[config.mk]
export PLATFORM = sky130hd
export DESIGN_NAME = uart_lcr_top
export DESIGN_NICKNAME = d
export VERILOG_FILES = /design/src/rtl/uart_lcr_pkg.sv /design/src/rtl/uart_lcr_fifo.sv /design/src/rtl/uart_lcr_tx.sv /design/src/rtl/uart_lcr_rx.sv /design/src/rtl/uart_lcr_top.sv
export SDC_FILE = /design/constraint.sdc
export NUM_CORES = 1
export LEC_CHECK = 0
export ABC_AREA = 1
export ABC_CLOCK_PERIOD_IN_PS = 2650
export BUFFER_PORTS_ARGS = -buffer_cell sky130_fd_sc_hd__buf_2
export CAP_MARGIN = 0
export CORE_MARGIN = 2
export CORE_UTILIZATION = 45
export CTS_CLUSTER_DIAMETER = 60
export DETAILED_ROUTE_END_ITERATION = 10
export PLACE_DENSITY_LB_ADDON = 0.05
export SLEW_MARGIN = 0
export SYNTH_ARGS = -nofsm -noshare
export SYNTH_HDL_FRONTEND = slang
export SYNTH_SLANG_ARGS = --single-unit
[constraint.sdc]
create_clock -name clk -period 2.65 [get_ports clk]
set_input_delay 0.265 -clock clk [delete_from_list [all_inputs] [get_ports clk]]
set_output_delay 0.265 -clock clk [all_outputs]
set_load 0.05 [all_outputs]
[src/rtl/uart_lcr_pkg.sv]
// Shared types and helpers for the serial port: line-control layout,
// state encodings, character size and parity functions.
package uart_lcr_pkg;

    localparam int DIV_W  = 12;
    localparam int CHAR_W = 8;
    localparam int RXW    = CHAR_W + 3;   // char + frame, parity, overrun
    localparam int LCR_W  = DIV_W + 7;
    localparam int OVR_BIT = CHAR_W + 2;

    // Line-control word; field order fixes the bit positions.
    typedef struct packed {
        logic [1:0]       wlen;
        logic             fifo_en;
        logic             two_stop;
        logic             even_par;
        logic             par_en;
        logic             brk;
        logic [DIV_W-1:0] div;
    } lcr_t;

    typedef enum logic [2:0] {
        TX_IDLE, TX_START, TX_DATA, TX_PAR, TX_STOP
    } tx_state_t;

    typedef enum logic [2:0] {
        RX_IDLE, RX_START, RX_DATA, RX_PAR, RX_STOP, RX_HOLD
    } rx_state_t;

    // Number of data bits for a word-length code.
    function automatic logic [3:0] data_bits(input logic [1:0] w);
        return 4'd5 + {2'b00, w};
    endfunction

    // Mask of valid data bits for a word-length code.
    function automatic logic [CHAR_W-1:0] char_mask(input logic [1:0] w);
        return CHAR_W'(8'hFF >> (2'd3 - w));
    endfunction

    // Parity bit value for already-masked data.
    function automatic logic parity_of(input logic [CHAR_W-1:0] d, input logic even);
        return even ? ^d : ~^d;
    endfunction

endpackage

[src/rtl/uart_lcr_fifo.sv]
// Circular queue with a run-time capacity of DEPTH or one entry.
// Assumes callers respect full/empty; blocked pushes and pops are dropped.
// The mark input sets bit MARK_BIT of the newest stored entry.
module uart_lcr_fifo #(
    parameter int WIDTH    = 8,
    parameter int DEPTH    = 16,
    parameter int MARK_BIT = 0
) (
    input  logic             clk,
    input  logic             rst_n,
    input  logic             shallow,
    input  logic             push,
    input  logic [WIDTH-1:0] din,
    input  logic             pop,
    output logic [WIDTH-1:0] dout,
    input  logic             mark,
    output logic             full,
    output logic             empty
);
    localparam int AW = (DEPTH > 1) ? $clog2(DEPTH) : 1;
    localparam int CW = $clog2(DEPTH + 1);
    localparam logic [CW-1:0] DEPTH_C = CW'(DEPTH);
    localparam logic [AW-1:0] LAST_C  = AW'(DEPTH - 1);

    logic [WIDTH-1:0] mem [DEPTH];
    logic [AW-1:0]    wr_ptr, rd_ptr, newest;
    logic [CW-1:0]    count, cap;
    logic             do_push, do_pop;

    // Capacity and flags.
    always_comb begin
        cap     = shallow ? CW'(1) : DEPTH_C;
        full    = (count >= cap);
        empty   = (count == '0);
        do_push = push & ~full;
        do_pop  = pop & ~empty;
        newest  = (wr_ptr == '0) ? LAST_C : wr_ptr - AW'(1);
        dout    = mem[rd_ptr];
    end

    // Pointer and occupancy update.
    always_ff @(posedge clk) begin
        if (!rst_n) begin
            wr_ptr <= '0;
            rd_ptr <= '0;
            count  <= '0;
        end else begin
            if (do_push) wr_ptr <= (wr_ptr == LAST_C) ? '0 : wr_ptr + AW'(1);
            if (do_pop)  rd_ptr <= (rd_ptr == LAST_C) ? '0 : rd_ptr + AW'(1);
            if (do_push && !do_pop)      count <= count + CW'(1);
            else if (!do_push && do_pop) count <= count - CW'(1);
        end
    end

    // Storage write and newest-entry flag marking.
    always_ff @(posedge clk) begin
        if (do_push)
            mem[wr_ptr] <= din;
        else if (mark && !empty)
            mem[newest][MARK_BIT] <= 1'b1;
    end

endmodule

[src/rtl/uart_lcr_tx.sv]
// Frame transmitter. Advances only on oversampling ticks; each bit spans
// 16 ticks. Assumes the line-control word is stable during a frame.
module uart_lcr_tx
    import uart_lcr_pkg::*;
(
    input  logic              clk,
    input  logic              rst_n,
    input  logic              run,
    input  logic              tick,
    input  lcr_t              cfg,
    input  logic              have,
    input  logic [CHAR_W-1:0] data,
    output logic              take,
    output logic              line,
    output logic              in_frame
);
    tx_state_t         state;
    logic [3:0]        cnt;
    logic [3:0]        nleft;
    logic [CHAR_W-1:0] shreg;
    logic              par_q;
    logic              stop_more;
    logic [CHAR_W-1:0] masked;

    // Pop request and frame status.
    always_comb begin
        masked   = data & char_mask(cfg.wlen);
        take     = run && tick && (state == TX_IDLE) && have;
        in_frame = (state != TX_IDLE);
    end

    // Frame sequencer and output bit register.
    always_ff @(posedge clk) begin
        if (!rst_n || !run) begin
            state     <= TX_IDLE;
            cnt       <= '0;
            nleft     <= '0;
            shreg     <= '0;
            par_q     <= 1'b0;
            stop_more <= 1'b0;
            line      <= 1'b1;
        end else if (tick) begin
            if (state == TX_IDLE) begin
                if (have) begin
                    shreg <= masked;
                    par_q <= parity_of(masked, cfg.even_par);
                    nleft <= data_bits(cfg.wlen);
                    cnt   <= '0;
                    line  <= 1'b0;
                    state <= TX_START;
                end
            end else if (cnt != 4'd15) begin
                cnt <= cnt + 4'd1;
            end else begin
                cnt <= '0;
                case (state)
                    TX_START: begin
                        line  <= shreg[0];
                        shreg <= shreg >> 1;
                        nleft <= nleft - 4'd2;
                        state <= TX_DATA;
                    end
                    TX_DATA: begin
                        if (nleft != 4'd15) begin
                            line  <= shreg[0];
                            shreg <= shreg >> 1;
                            nleft <= nleft - 4'd1;
                        end else if (cfg.par_en) begin
                            line  <= par_q;
                            state <= TX_PAR;
                        end else begin
                            line      <= 1'b1;
                            stop_more <= cfg.two_stop;
                            state     <= TX_STOP;
                        end
                    end
                    TX_PAR: begin
                        line      <= 1'b1;
                        stop_more <= cfg.two_stop;
                        state     <= TX_STOP;
                    end
                    TX_STOP: begin
                        if (stop_more) stop_more <= 1'b0;
                        else           state     <= TX_IDLE;
                    end
                    default: state <= TX_IDLE;
                endcase
            end
        end
    end

endmodule

[src/rtl/uart_lcr_rx.sv]
// Frame receiver. Detects a falling edge on ticks, confirms the start bit
// 8 ticks later and then samples every 16 ticks at mid-bit. Assumes rxd_s
// is already synchronised. After a low stop bit it waits for a high line.
module uart_lcr_rx
    import uart_lcr_pkg::*;
(
    input  logic           clk,
    input  logic           rst_n,
    input  logic           run,
    input  logic           tick,
    input  lcr_t           cfg,
    input  logic           rxd_s,
    output logic           push,
    output logic [RXW-1:0] word
);
    rx_state_t         state;
    logic [3:0]        cnt;
    logic [3:0]        nleft;
    logic [CHAR_W-1:0] shreg;
    logic [CHAR_W-1:0] aligned;
    logic              par_bad;

    // Right-align the received bits for the configured character size.
    always_comb aligned = shreg >> (4'd8 - data_bits(cfg.wlen));

    // Receive sequencer and result register.
    always_ff @(posedge clk) begin
        if (!rst_n || !run) begin
            state   <= RX_IDLE;
            cnt     <= '0;
            nleft   <= '0;
            shreg   <= '0;
            par_bad <= 1'b0;
            push    <= 1'b0;
            word    <= '0;
        end else begin
            push <= 1'b0;
            if (tick) begin
                case (state)
                    RX_IDLE: if (!rxd_s) begin
                        cnt   <= '0;
                        state <= RX_START;
                    end
                    RX_START: begin
                        if (cnt == 4'd7) begin
                            cnt     <= '0;
                            par_bad <= 1'b0;
                            nleft   <= data_bits(cfg.wlen) - 4'd1;
                            state   <= rxd_s ? RX_IDLE : RX_DATA;
                        end else cnt <= cnt + 4'd1;
                    end
                    RX_DATA: begin
                        if (cnt == 4'd15) begin
                            cnt   <= '0;
                            shreg <= {rxd_s, shreg[CHAR_W-1:1]};
                            if (nleft == '0) state <= cfg.par_en ? RX_PAR : RX_STOP;
                            else             nleft <= nleft - 4'd1;
                        end else cnt <= cnt + 4'd1;
                    end
                    RX_PAR: begin
                        if (cnt == 4'd15) begin
                            cnt     <= '0;
                            par_bad <= (rxd_s != parity_of(aligned, cfg.even_par));
                            state   <= RX_STOP;
                        end else cnt <= cnt + 4'd1;
                    end
                    RX_STOP: begin
                        if (cnt == 4'd15) begin
                            cnt   <= '0;
                            push  <= 1'b1;
                            word  <= {1'b0, par_bad, ~rxd_s, aligned};
                            state <= rxd_s ? RX_IDLE : RX_HOLD;
                        end else cnt <= cnt + 4'd1;
                    end
                    RX_HOLD: if (rxd_s) state <= RX_IDLE;
                    default: state <= RX_IDLE;
                endcase
            end
        end
    end

endmodule

[src/rtl/uart_lcr_top.sv]
// Serial port top: register decode, line-control register, tick divider,
// input synchroniser, queues and the two frame engines.
// Assumes the host reads rd_data combinationally in the cycle of rd_en.
module uart_lcr_top
    import uart_lcr_pkg::*;
#(
    parameter int BUS_W      = 32,
    parameter int FIFO_DEPTH = 16
) (
    input  logic             clk,
    input  logic             rst_n,
    input  logic             enable,
    input  logic             reg_sel,
    input  logic             wr_en,
    input  logic [BUS_W-1:0] wr_data,
    input  logic             rd_en,
    output logic [BUS_W-1:0] rd_data,
    output logic             tx_full,
    output logic             rx_empty,
    output logic             tx_busy,
    output logic             txd,
    input  logic             rxd
);
    lcr_t              lcr_q;
    logic [DIV_W-1:0]  bcnt;
    logic              tick;
    logic              rx_meta, rx_sync;
    logic              tx_empty, tx_take, tx_line, tx_frame;
    logic [CHAR_W-1:0] tx_head;
    logic              rx_push, rx_full;
    logic [RXW-1:0]    rx_word, rx_head;

    // Line-control register write.
    always_ff @(posedge clk) begin
        if (!rst_n)                lcr_q <= '0;
        else if (wr_en && reg_sel) lcr_q <= lcr_t'(wr_data[LCR_W-1:0]);
    end

    // Oversampling tick divider: one tick every div+1 cycles while enabled.
    always_comb tick = enable && (bcnt == lcr_q.div);
    always_ff @(posedge clk) begin
        if (!rst_n || !enable || tick) bcnt <= '0;
        else                           bcnt <= bcnt + DIV_W'(1);
    end

    // Two-stage synchroniser for the serial input.
    always_ff @(posedge clk) begin
        if (!rst_n) {rx_sync, rx_meta} <= 2'b11;
        else        {rx_sync, rx_meta} <= {rx_meta, rxd};
    end

    uart_lcr_fifo #(.WIDTH(CHAR_W), .DEPTH(FIFO_DEPTH), .MARK_BIT(0)) u_txq (
        .clk(clk), .rst_n(rst_n), .shallow(~lcr_q.fifo_en),
        .push(wr_en && !reg_sel && enable), .din(wr_data[CHAR_W-1:0]),
        .pop(tx_take), .dout(tx_head), .mark(1'b0),
        .full(tx_full), .empty(tx_empty)
    );

    uart_lcr_tx u_tx (
        .clk(clk), .rst_n(rst_n), .run(enable), .tick(tick), .cfg(lcr_q),
        .have(~tx_empty), .data(tx_head), .take(tx_take),
        .line(tx_line), .in_frame(tx_frame)
    );

    uart_lcr_rx u_rx (
        .clk(clk), .rst_n(rst_n), .run(enable), .tick(tick), .cfg(lcr_q),
        .rxd_s(rx_sync), .push(rx_push), .word(rx_word)
    );

    uart_lcr_fifo #(.WIDTH(RXW), .DEPTH(FIFO_DEPTH), .MARK_BIT(OVR_BIT)) u_rxq (
        .clk(clk), .rst_n(rst_n), .shallow(~lcr_q.fifo_en),
        .push(rx_push), .din(rx_word),
        .pop(rd_en && !reg_sel), .dout(rx_head), .mark(rx_push && rx_full),
        .full(rx_full), .empty(rx_empty)
    );

    // Output line, busy flag and read mux.
    always_comb begin
        txd     = !enable ? 1'b1 : (lcr_q.brk ? 1'b0 : tx_line);
        tx_busy = tx_frame | ~tx_empty;
        if (reg_sel)       rd_data = BUS_W'(lcr_q);
        else if (rx_empty) rd_data = '0;
        else               rd_data = BUS_W'(rx_head);
    end

endmodule

==> results of run 1 <==
## placed cells by master (no fill, tap or decap), types with 19 or more instances in the layout
cell         n
o21ai_0    135
a21oi_1    127
nor3_1      26
inv_2       19
buf_2       38
nand2_1    308
o211ai_1    53
nand3_1     93
nor2_1     160
o21ai_1     27
a21oi_2     27
dfxtp_1    114
buf_4      110
clkbuf_16   48
edfxtp_1   304
inv_1      231
mux2i_1     44
ha_1        24
## critical path, cell delays in order, from the launching register on
cell and delay (ns):
dfxtp_4 0.42, buf_8 0.17, buf_6 0.15, a21oi_1 0.15
o21ai_1 0.10, o211ai_1 0.15, a21oi_1 0.15, o32ai_4 0.31
buf_6 0.20
## how the worst max path moves through the flow
| stage | startpoint | endpoint | depth (start not counted) |
|---|---|---|---|
| final | flip-flop | rd_data[3] | 8 |
| after global routing | u_rxq.count[0] | u_rxq.count[4] | 17 |
| after CTS | flip-flop | rd_data[6] | 5 |
| after detailed placement | lcr_q[16] | u_rxq.mem[5][5] | 14 |
| after global placement | lcr_q[16] | u_rxq.mem[5][5] | 14 |
| after floorplan | u_rxq.count[0] | u_rxq.mem[4][0] | 12 |
## kinds of logic (layout without fill, tap and decap cells)
| family | after synthesis | in the layout | synth area share (%) |
|---|---|---|---|
| other | 1 | 13 | 0.0194 |
| DFF | 424 | 424 | 59.7 |
| muxes | 44 | 44 | 2.28 |
| xor gates and xnor gates | 19 | 19 | 0.862 |
| buffers and inverters | 352 | 536 | 7.52 |
| adders and majority gates | 31 | 31 | 2.05 |
| AOI/OAI and AO/OA | 426 | 426 | 12.7 |
| and+or+nand+nor | 658 | 658 | 14.8 |
## report_power, final
part	internal [W]	switching (W)	leakage, nW
registers	0.00712	0.0000763	3.49
logic	0.00100	0.00159	4.70
clock network	0.00374	0.00264	0.735
## layer usage
layer / wire length (µm) / share of wire, % / up-vias / track usage [%]
li1: - / - / 6997 / -
met1: 22800 / 45 / 6597 / 30.3
met2: 23800 / 47 / 277 / 37.6
met3: 1990 / 4.0 / 87 / 2.97
met4: 1700 / 3.4 / 0 / 8.43
met5: 0 / 0 / - / 0
## timing repair
| item | CTS | global route |
|---|---|---|
| pin swaps | 14 | 35 |
| gates cloned | 4 | 6 |
| gates resized for setup | 54 | 89 |
| endpoints found under the setup margin | 108 | 167 |
| setup buffers | 10 | 13 |
| hold buffers | 11 | 0 |
| hold endpoints to repair | 11 | 0 |
## flip-flops by register name, summed over array words and instances (netlist names), 5 cells and up, named ones only
name / flops
u_rxq.mem: 176
bcnt: 12
u_rx.word: 10
u_rxq.count: 5
lcr_q: 19
u_rx.shreg: 8
u_tx.shreg: 8
u_txq.count: 5
u_txq.mem: 128
## final cells by class
class | instances | area, µm²
Multi-Input combinational cell | 1191 | 6830
Fill cell | 3707 | 18900
Clock inverter | 26 | 246
Timing Repair inverter | 1 | 7.51
Timing Repair Buffer | 195 | 1710
Inverter | 255 | 968
Tap cell | 539 | 674
Clock buffer | 59 | 1250
Sequential cell | 424 | 11500
## per-stage QoR
step                      hold WS (ns)  util, %  TNS, ns
after floorplan                  0.364        -   -15.31
after global placement           0.418     49.4    -3.26
after detailed placement         0.410     49.4    -4.86
after CTS                       0.0101     54.0   -0.300
after global routing            0.0560     55.1   -0.523
final                           0.0440     55.1        0
## Yosys cell counts, drive strengths merged
cell and n:
a211oi 14, xnor2 6, a2111oi 1, o21ai 165
nand4 9, xor2 13, o21bai 2, inv 252
o2111ai 1, nand3b 4, nand2 319, mux2i 44
nor4 4, dfxtp 120, o21a 3, o22ai 4
fa 1, conb 1, o211ai 53, a31o 1
or2 5, a21boi 1, nor2 180, nor3 33
o32ai 9, o221ai 1, a41oi 1, buf 58
a31oi 7, and3 1, o211a 2, a21oi 154
ha 30, edfxtp 304, nor3b 6, a21o 2
nand3 97, clkinv 3, a22oi 1, clkbuf 39
o31ai 4
==> results.txt, run 1 <==
----------------------------------------------------
[Outcome]
  Outcome ... completed

[Setup path]
  Req. time, crit path ... 2.38 ns
  Endpoint kind of the worst setup timing path ... primary output
  Minimum setup slack among reg-to-reg paths ... 0.06 ns
  Reg2reg start ... u_rxq.count[0]
  CP max FO ... 11
  Kind of critical path ... flip-flop to primary output
  Crit Reg-Reg Endpoint ... u_rxq.count[4]
  Critical Path AT ... 2.38 ns
  FF-to-FF path depth ... 17
  Startpoint types ... flip-flop

[Synth]
  Mean instance size in the synthesized netlist ... 9.88 µm²
  Portion of the post-synthesis area used by sequential elements ... 59.7%
  Distinct cell type count after synthesis ... 62
  Number of instances in the synthesized netlist ... 1955
  Number of warnings reported in the yosys synthesis log ... 0
  Area contributors post-synth ... edfxtp_1, dfxtp_1, nand2_1
  Share of the synthesized area in the top cell type ... 47.3%
  Synthesized area ... 0.0193 mm²
  Flip-flop and latch count after synthesis ... 424
  Leading area contributor after synthesis ... edfxtp_1

[Clock network]
  Bufs on Longest Clock Path ... 3
  TritonCTS clock tree ... yes
  Root cell of the clock tree ... clkbuf_16
  Clock buffers created by TritonCTS ... 47
  Htree depth ... 2
  Clock insertion delay at the later pin of the skew report ... 0.58 ns
  Clock Sink Count ... 424
  Register clock-pin slew on the reported worst setup and hold paths ... 0.06 ns

[Layout]
  Final net count ... 2185
  Share of final-layout standard cells stronger than drive strength 1 ... 18.1%
  Layout-stage area growth over the synthesis result ... 20.3%
  Post-Layout Inst Area ... 0.0232 mm²
  Count of inserted antenna diode cells ... 0
  Non-filler cells in the finished layout ... 2690

[Pwr]
  Worst IR Drop VDD ... 495 µV
  Pwr/cell area ... 696 mW/mm²
  Total power ... 0.0162 W
  Leakage power total ... 8.93 nW

[Global routing]
  Maximum number of pins on one net before global-route repair ... 61
  Wire length of the first global-routing pass ... 76.8 mm
  Overall routing resource usage ... 22.6%
  Number of antenna violations at the first check in global routing ... 0
  Vias in the first global route ... 13500
  Total gr overflow ... 0

[Place]
  Placed Cells ... 2562
  Placed Area ... 0.0208 mm²
  HPWL after detailed placement ... 33.0 mm
  Pre-CTS setup slack ... -0.114 ns
  Number of buffers added on ports ... 48
  Global placement routability congestion ... 0.856

[Timing]
  Largest clock skew in the final design ... 0.0153 ns
  Post-route worst setup slack ... 0.00429 ns
  Count of final max-slew check failures ... 0
  Fin crit share ... 99.8%
  Clock period minus worst slack ... 2.65 ns
  Worst slew margin ... 61.7%
  RSZ-0062 raised after global routing ... yes
  Setup-violating endpoint count in the final report ... 0
  Max frequency ... 0.378 GHz
  Actual transition at the worst max-transition pin ... 0.575 ns
  Hold Vio Cnt, Final ... 0

[Detailed routing]
  Routed wire length ... 50.3 mm
  Total number of vias ... 14000
  Drt wl/cell ... 18.7 µm
  Antenna Violating Nets Remaining ... 0
  Number of DRC violations after detailed-routing iteration 0 ... 770
  Per-cell via count in the routed design ... 5.19
  Pre-Repair DR Iteration Count ... 5
  Total DRC errors in the routed layout ... 0

[Die]
  Top-level I/O count ... 75
  Height of the chip ... 211 µm
  Area of the core region ... 0.0421 mm²
  Area of the die ... 0.0446 mm²
  Initial cell density of the core ... 45.8%
  Row count ... 75
  Horizontal die dimension ... 211 µm

[Hold path]
  Cell depth of the worst min-delay path ... 3
  Path category of the worst min-delay check ... primary input to flip-flop
  Hold EP ... lcr_q[16]
  Hold path startpoint ... wr_data[16]

[Flow run]
  Max-cap viol count ... 0

----------------------------------------------------
(Power assumes the default switching activity.)
==> inputs of run 2 (changes only) <==
--- a/config.mk
+++ b/config.mk
@@ -9,11 +9,14 @@
 export ABC_CLOCK_PERIOD_IN_PS = 2650
 export BUFFER_PORTS_ARGS = -buffer_cell sky130_fd_sc_hd__buf_2
 export CAP_MARGIN = 0
+export CORE_ASPECT_RATIO = 0.5
 export CORE_MARGIN = 2
 export CORE_UTILIZATION = 45
 export CTS_CLUSTER_DIAMETER = 60
 export DETAILED_ROUTE_END_ITERATION = 10
+export GPL_TIMING_DRIVEN = 0
 export PLACE_DENSITY_LB_ADDON = 0.05
+export RECOVER_POWER = 100
 export SLEW_MARGIN = 0
 export SYNTH_ARGS = -nofsm -noshare
 export SYNTH_HDL_FRONTEND = slang
==> run 2 against run 1 <==
Power decreased by 3.6%. Clock power decreased by 8.5%. The flow now finishes with violations (negative setup slack). Critical path type unchanged. Critical endpoint is now rd_data[8]. First-iteration DRC count increased by 44%. Flip-flop and latch count unchanged.
==> results.txt, run 2 (synthesis gave the netlist of run 1 again) <==
----------------------------------------------------
[Clock network]
  Clock Sink Count ... 424
  Clock buffers created by TritonCTS ... 41
  Clock insertion delay at the later pin of the skew report ... 0.56 ns
  Htree depth ... 2
  Root cell of the clock tree ... clkbuf_16
  Bufs on Longest Clock Path ... 3
  Register clock-pin slew on the reported worst setup and hold paths ... 0.07 ns
  TritonCTS clock tree ... yes

[Layout]
  Non-filler cells in the finished layout ... 2737
  Biggest registers after layout ... u_rxq.mem x176, u_txq.mem x128, lcr_q x19
  Final net count ... 2197
  Share of final-layout standard cells stronger than drive strength 1 ... 18.4%
  Most common cell after layout, fill and taps aside ... nand2_1
  Fin util ... 55.7%
  Reg with most FFs ... u_rxq.mem
  Top library cells by usage in the layout, fill and taps aside ... nand2_1, edfxtp_1, inv_1, o21ai_0, nor2_1
  Flip-flop count of the largest register, all copies and words added ... 176
  Count of inserted antenna diode cells ... 0
  Layout-stage area growth over the synthesis result ... 21.7%

[Setup path]
  Req. time, crit path ... 2.38 ns
  Critical Path AT ... 2.39 ns
  Endpoint kind of the worst setup timing path ... primary output
  Startpoint types ... flip-flop
  Reg2reg start ... lcr_q[16]
  Kind of critical path ... flip-flop to primary output
  CP max FO ... 10

[Pwr]
  Pwr/cell area ... 664 mW/mm²
  Leakage power total ... 8.87 nW
  Share of power burned in registers ... 46.1%
  Worst IR Drop VDD ... 470 µV
  Cell internal pwr ... 0.0113 W
  Total power ... 0.0156 W
  Clock power share ... 37.5%
  P_sw ... 0.00426 W
  Gate power share ... 16.4%
  Switching share of power ... 27.3%

[Global routing]
  Number of antenna violations at the first check in global routing ... 0
  Total gr overflow ... 0
  Overall routing resource usage ... 23.1%
  Vias in the first global route ... 13300
  Wire length of the first global-routing pass ... 78.5 mm
  Maximum number of pins on one net before global-route repair ... 26

[Timing]
  RSZ-0062 raised after global routing ... yes
  Post-route worst setup slack ... -0.00509 ns
  Clock period minus worst slack ... 2.66 ns
  Largest clock skew in the final design ... 0.0218 ns
  Setup-violating endpoint count in the final report ... 1
  Total negative setup slack ... -0.00509 ns
  Max frequency ... 0.377 GHz
  Worst slew margin ... 35.1%
  Fin crit share ... 100%
  Hold Vio Cnt, Final ... 0
  Actual transition at the worst max-transition pin ... 0.970 ns
  Count of final max-slew check failures ... 0

[Place]
  Global placement routability congestion ... 0.884
  Placed Cells ... 2597
  HPWL after detailed placement ... 35.1 mm
  Number of buffers added on ports ... 48

[Die]
  Row count ... 53
  Top-level I/O count ... 75
  Area of the die ... 0.0447 mm²
  Horizontal die dimension ... 297 µm
  Area of the core region ... 0.0422 mm²
  Height of the chip ... 150 µm
  Initial cell density of the core ... 45.8%

[Detailed routing]
  Per-cell via count in the routed design ... 5.25
  Total number of vias ... 14400
  Met3 routed wirelength ... 2.84 mm
  Drt wl/cell ... 19.2 µm
  Number of DRC violations after detailed-routing iteration 0 ... 1107
  Total DRC errors in the routed layout ... 0
  Uppermost layer routed ... met4
  Pre-Repair DR Iteration Count ... 5
  Antenna Violating Nets Remaining ... 0
  Amount of wire on met2 after detailed routing ... 24.3 mm
  Routed wire length ... 52.6 mm
  Routed metal-1 wire length ... 24.1 mm

[Flow run]
  Max-cap viol count ... 0

[Outcome]
  Outcome ... finished, violations left
  Violated checks ... negative setup slack

[Hold path]
  Path category of the worst min-delay check ... primary input to flip-flop
  Hold path startpoint ... wr_data[11]

----------------------------------------------------
[run 2: cell count changes in the layout (fill, tap and decap cells not counted), sizes merged]
| cell | previous run | this run |
|---|---|---|
| buf | 183 | 148 |
| clkbuf | 60 | 116 |
| clkinv | 19 | 18 |
| inv | 255 | 254 |
| clkinvlp | 4 | 2 |
| bufinv | 4 | 1 |
| dlygate4sd3 | 11 | 6 |
[run 2: what timing repair did]
item	CTS	global route
buffers inserted	31	19
gates cloned	0	9
endpoints found under the setup margin	443	269
hold endpoints to repair	6	0
resized for setup	151	110
hold buffers	6	0
pin swaps	43	47
[run 2: area by class of cell]
| type | instances | area, µm² |
|---|---|---|
| multi-input cells | 1191 | 7050 |
| clock inverters | 20 | 125 |
| plain buffers | 96 | 677 |
| clock buffers | 56 | 1190 |
| repair buffers | 118 | 1210 |
| flip-flops and latches | 424 | 11500 |
| fillers | 3745 | 18700 |
| well taps | 577 | 722 |
| inverters | 255 | 982 |
[run 2: worst paths after layout]
check        slack (ns)  cells past startpoint              end
max              -0.005                      7       rd_data[8]
min                0.02                      3        lcr_q[11]
max reg2reg        0.02                     13  u_rxq.mem[5][2]
min reg2reg        0.46                      1          rx_sync
[run 2: metal layers]
metal  global-route usage (%)  vias to the layer above
met5                        0                        -
met4                     6.79                        0
met3                     3.09                       84
met2                     37.7                      388
met1                     32.5                     6865
li1                         -                     7021
[run 2: power by group through the flow]
stage | clock (W) | sequential [W] | combinational [W]
global route | 0.00620 | 0.00720 | 0.00274
global placement | 0 | 0.00732 | 0.00209
floorplan | 0 | 0.00730 | 0.00150
finish | 0.00585 | 0.00719 | 0.00255
detailed placement | 0 | 0.00732 | 0.00210
CTS | 0.00594 | 0.00718 | 0.00233
[run 2: through the flow]
step	hold slack (ns)	worst slack, ns	cell area (µm²)
floorplan	0.364	-0.271	19500
global placement	0.447	-1.19	20400
detailed placement	0.448	-0.935	20500
CTS	0.00565	-0.0321	22800
global route	0.0224	-0.0835	23500
finish	0.0224	-0.00509	23500
[run 2: worst max-delay path: stages (launching register included)]
cell and delay (ns):
dfxtp_4 0.39, buf_12 0.16, buf_12 0.15, mux2i_2 0.15
o211ai_1 0.24, a21oi_2 0.14, o32ai_2 0.35, buf_6 0.21
==> inputs of run 3 (changes only) <==
--- a/config.mk
+++ b/config.mk
@@ -11,7 +11,7 @@
 export CAP_MARGIN = 0
 export CORE_ASPECT_RATIO = 0.5
 export CORE_MARGIN = 2
-export CORE_UTILIZATION = 45
+export CORE_UTILIZATION = 30
 export CTS_CLUSTER_DIAMETER = 60
 export DETAILED_ROUTE_END_ITERATION = 10
 export GPL_TIMING_DRIVEN = 0
==> run 3 against run 2 <==
Worst setup slack worse by 0.048 ns. Hold slack improved by 0.0049 ns. Sequential power about the same. Clock power rose by 9.1%. Non-clock buffer count rose by 10. Via count fell by 0.54%. Combinational power increased by 7%. Highest routed layer unchanged. Power grew 4.6%. Largest cell class unchanged. Largest power group unchanged. The run still ends with negative setup slack left.
==> results.txt, run 3 (synthesis gave the netlist of run 1 again) <==
----------------------------------------------------
[Pwr]
  Worst IR Drop VDD ... 436 µV
  Gate power share ... 16.8%
  Cell internal pwr ... 0.0119 W
  Share of power burned in registers ... 44.1%
  Clock power share ... 39.1%
  Switching share of power ... 27.3%
  Total power ... 0.0163 W
  Leakage power total ... 9.05 nW
  Pwr/cell area ... 672 mW/mm²
  P_sw ... 0.00445 W

[Global routing]
  Wire length of the first global-routing pass ... 89.8 mm
  Overall routing resource usage ... 18.2%
  Maximum number of pins on one net before global-route repair ... 26
  Met3 GRT Util ... 2.51%
  Met2 demand-to-capacity share in global routing ... 30.4%
  Vias in the first global route ... 14000
  Total gr overflow ... 0
  Number of antenna violations at the first check in global routing ... 0
  Busiest layer in global routing ... met2
  Met1 track demand over resource ... 25.0%

[Setup path]
  Kind of critical path ... flip-flop to primary output
  CP max FO ... 5
  Req. time, crit path ... 2.38 ns
  Buffers & Inverters on Critical Path ... 3
  Critical Path AT ... 2.44 ns
  Largest stage delay on the critical path ... 0.39 ns
  Startpoint types ... flip-flop
  Cell mode on critical path ... buf_12
  Top Family by Delay on Critical Path ... compound AO/OA/AOI/OAI gates
  CP Cell Sequence ... buf_12 -> buf_12 -> mux2i_1 -> o211ai_1 -> a21oi_2 -> o32ai_4 -> buf_6
  Crit path max-delay cell type ... dfxtp_4
  Endpoint kind of the worst setup timing path ... primary output

[Hold path]
  Path category of the worst min-delay check ... primary input to flip-flop

[Outcome]
  Outcome ... finished, violations left
  Violated checks ... negative setup slack

[Timing]
  Post-route worst setup slack ... -0.0531 ns
  Clock period minus worst slack ... 2.70 ns
  Hold Vio Cnt, Final ... 0
  Count of final max-slew check failures ... 0
  Fin crit share ... 102%
  Largest clock skew in the final design ... 0.0114 ns
  Actual transition at the worst max-transition pin ... 0.998 ns
  Total negative setup slack ... -0.227 ns
  Setup-violating endpoint count in the final report ... 11
  Max frequency ... 0.370 GHz
  Worst slew margin ... 33.5%
  RSZ-0062 raised after global routing ... yes
  Worst hold margin ... 0.0272 ns

[Detailed routing]
  Per-cell via count in the routed design ... 4.74
  Drt wl/cell ... 20.2 µm
  Total DRC errors in the routed layout ... 0
  Number of DRC violations after detailed-routing iteration 0 ... 868
  Total number of vias ... 14300
  Routed wire length ... 60.7 mm
  Pre-Repair DR Iteration Count ... 5
  Antenna Violating Nets Remaining ... 0

[Layout]
  Seq. cell area ... 0.0115 mm²
  Layout-stage area growth over the synthesis result ... 25.7%
  Reg with most FFs ... u_rxq.mem
  Share of final-layout standard cells stronger than drive strength 1 ... 19.8%
  Top library cells by usage in the layout, fill and taps aside ... edfxtp_1, nand2_1, inv_1, nor2_1, o21ai_0
  Post-Layout Inst Area ... 0.0243 mm²
  Biggest registers after layout ... u_rxq.mem x176, u_txq.mem x128, lcr_q x19
  Area occupied by multi-input gates ... 0.00720 mm²
  Number of fill cells in the layout ... 6305
  Count of inserted antenna diode cells ... 0
  Most common cell after layout, fill and taps aside ... edfxtp_1
  Flip-flop count of the largest register, all copies and words added ... 176
  Final net count ... 2210

[Clock network]
  Register clock-pin slew on the reported worst setup and hold paths ... 0.06 ns
  Clock insertion delay at the later pin of the skew report ... 0.57 ns
  Clock Sink Count ... 424
  Root cell of the clock tree ... clkbuf_16
  TritonCTS clock tree ... yes
  Bufs on Longest Clock Path ... 3
  Clock buffers created by TritonCTS ... 44
  Htree depth ... 2

[Die]
  Area of the die ... 0.0665 mm²
  Height of the chip ... 183 µm
  Top-level I/O count ... 75
  Area of the core region ... 0.0634 mm²
  Horizontal die dimension ... 363 µm
  Row count ... 65
  Initial cell density of the core ... 30.5%

[Place]
  Placed Area ... 0.0209 mm²
  Number of buffers added on ports ... 48
  Global placement routability congestion ... 0.805
  HPWL after detailed placement ... 41.1 mm

[Flow run]
  Max-cap viol count ... 0

----------------------------------------------------
[run 3: cell count changes in the layout (fill, tap and decap cells not counted), sizes merged]
cell,change
clkinv,-7
dlygate4sd3,-1
clkinvlp,-1
clkbuf,+12
bufinv,+2
inv,-2
buf,+11
[run 3: worst min-delay path, stage by stage]
cell and delay [ns]:
buf_2 0.09, o21ai_0 0.08, a21oi_1 0.11
[run 3: timing repair]
item                                   4_1_cts  5_1_grt
pin swaps                                   56       67
resized for setup                          202      134
cloned                                       5        7
setup buffers                               38       15
hold buffers                                 5        0
setup endpoints to repair                  495      233
endpoints found under the hold margin        5        0
[run 3: layout make-up]
type / count / area share, %
timing repair buffer: 129 / 5.54
multi-input combinational: 1191 / 29.7
clock buffer: 68 / 5.44
inverter: 255 / 4.06
sequential: 424 / 47.5
buffer: 95 / 2.91
clock inverter: 12 / 0.531
tap: 837 / 4.31
[run 3: stage by stage]
step / utilization (%) / std cells / setup WS (ns)
after floorplan: - / 1967 / -0.271
after global placement: 32.7 / 2852 / -1.49
after detailed placement: 33.0 / 2863 / -1.21
after CTS: 37.4 / 2989 / -0.107
after global routing: 38.3 / 3011 / -0.169
final: 38.3 / 3011 / -0.0531
[run 3: final timing paths]
kind / endpoint / cells after the start / start / slack, ns
worst max-delay path: rd_data[1] / 7 / flip-flop / -0.05
worst min-delay path: lcr_q[14] / 3 / wr_data[14] / 0.03
worst max register to register: u_rxq.mem[13][0] / 15 / lcr_q[16] / -0.03
worst min register to register: rx_sync / 1 / rx_meta / 0.45
[run 3: routing by layer]
metal	wire length, µm	vias up
li1	-	7051
met1	29000	6917
met2	28400	244
met3	2120	69
met4	1190	0
met5	0	-
[run 3: power by group through the flow]
stage                     clock network (W)  logic, W  registers (W)
after floorplan                           0   0.00150        0.00730
after global placement                    0   0.00221        0.00732
after detailed placement                  0   0.00220        0.00732
after CTS                           0.00657   0.00261        0.00719
after global routing                0.00684   0.00296        0.00720
final                               0.00638   0.00274        0.00719
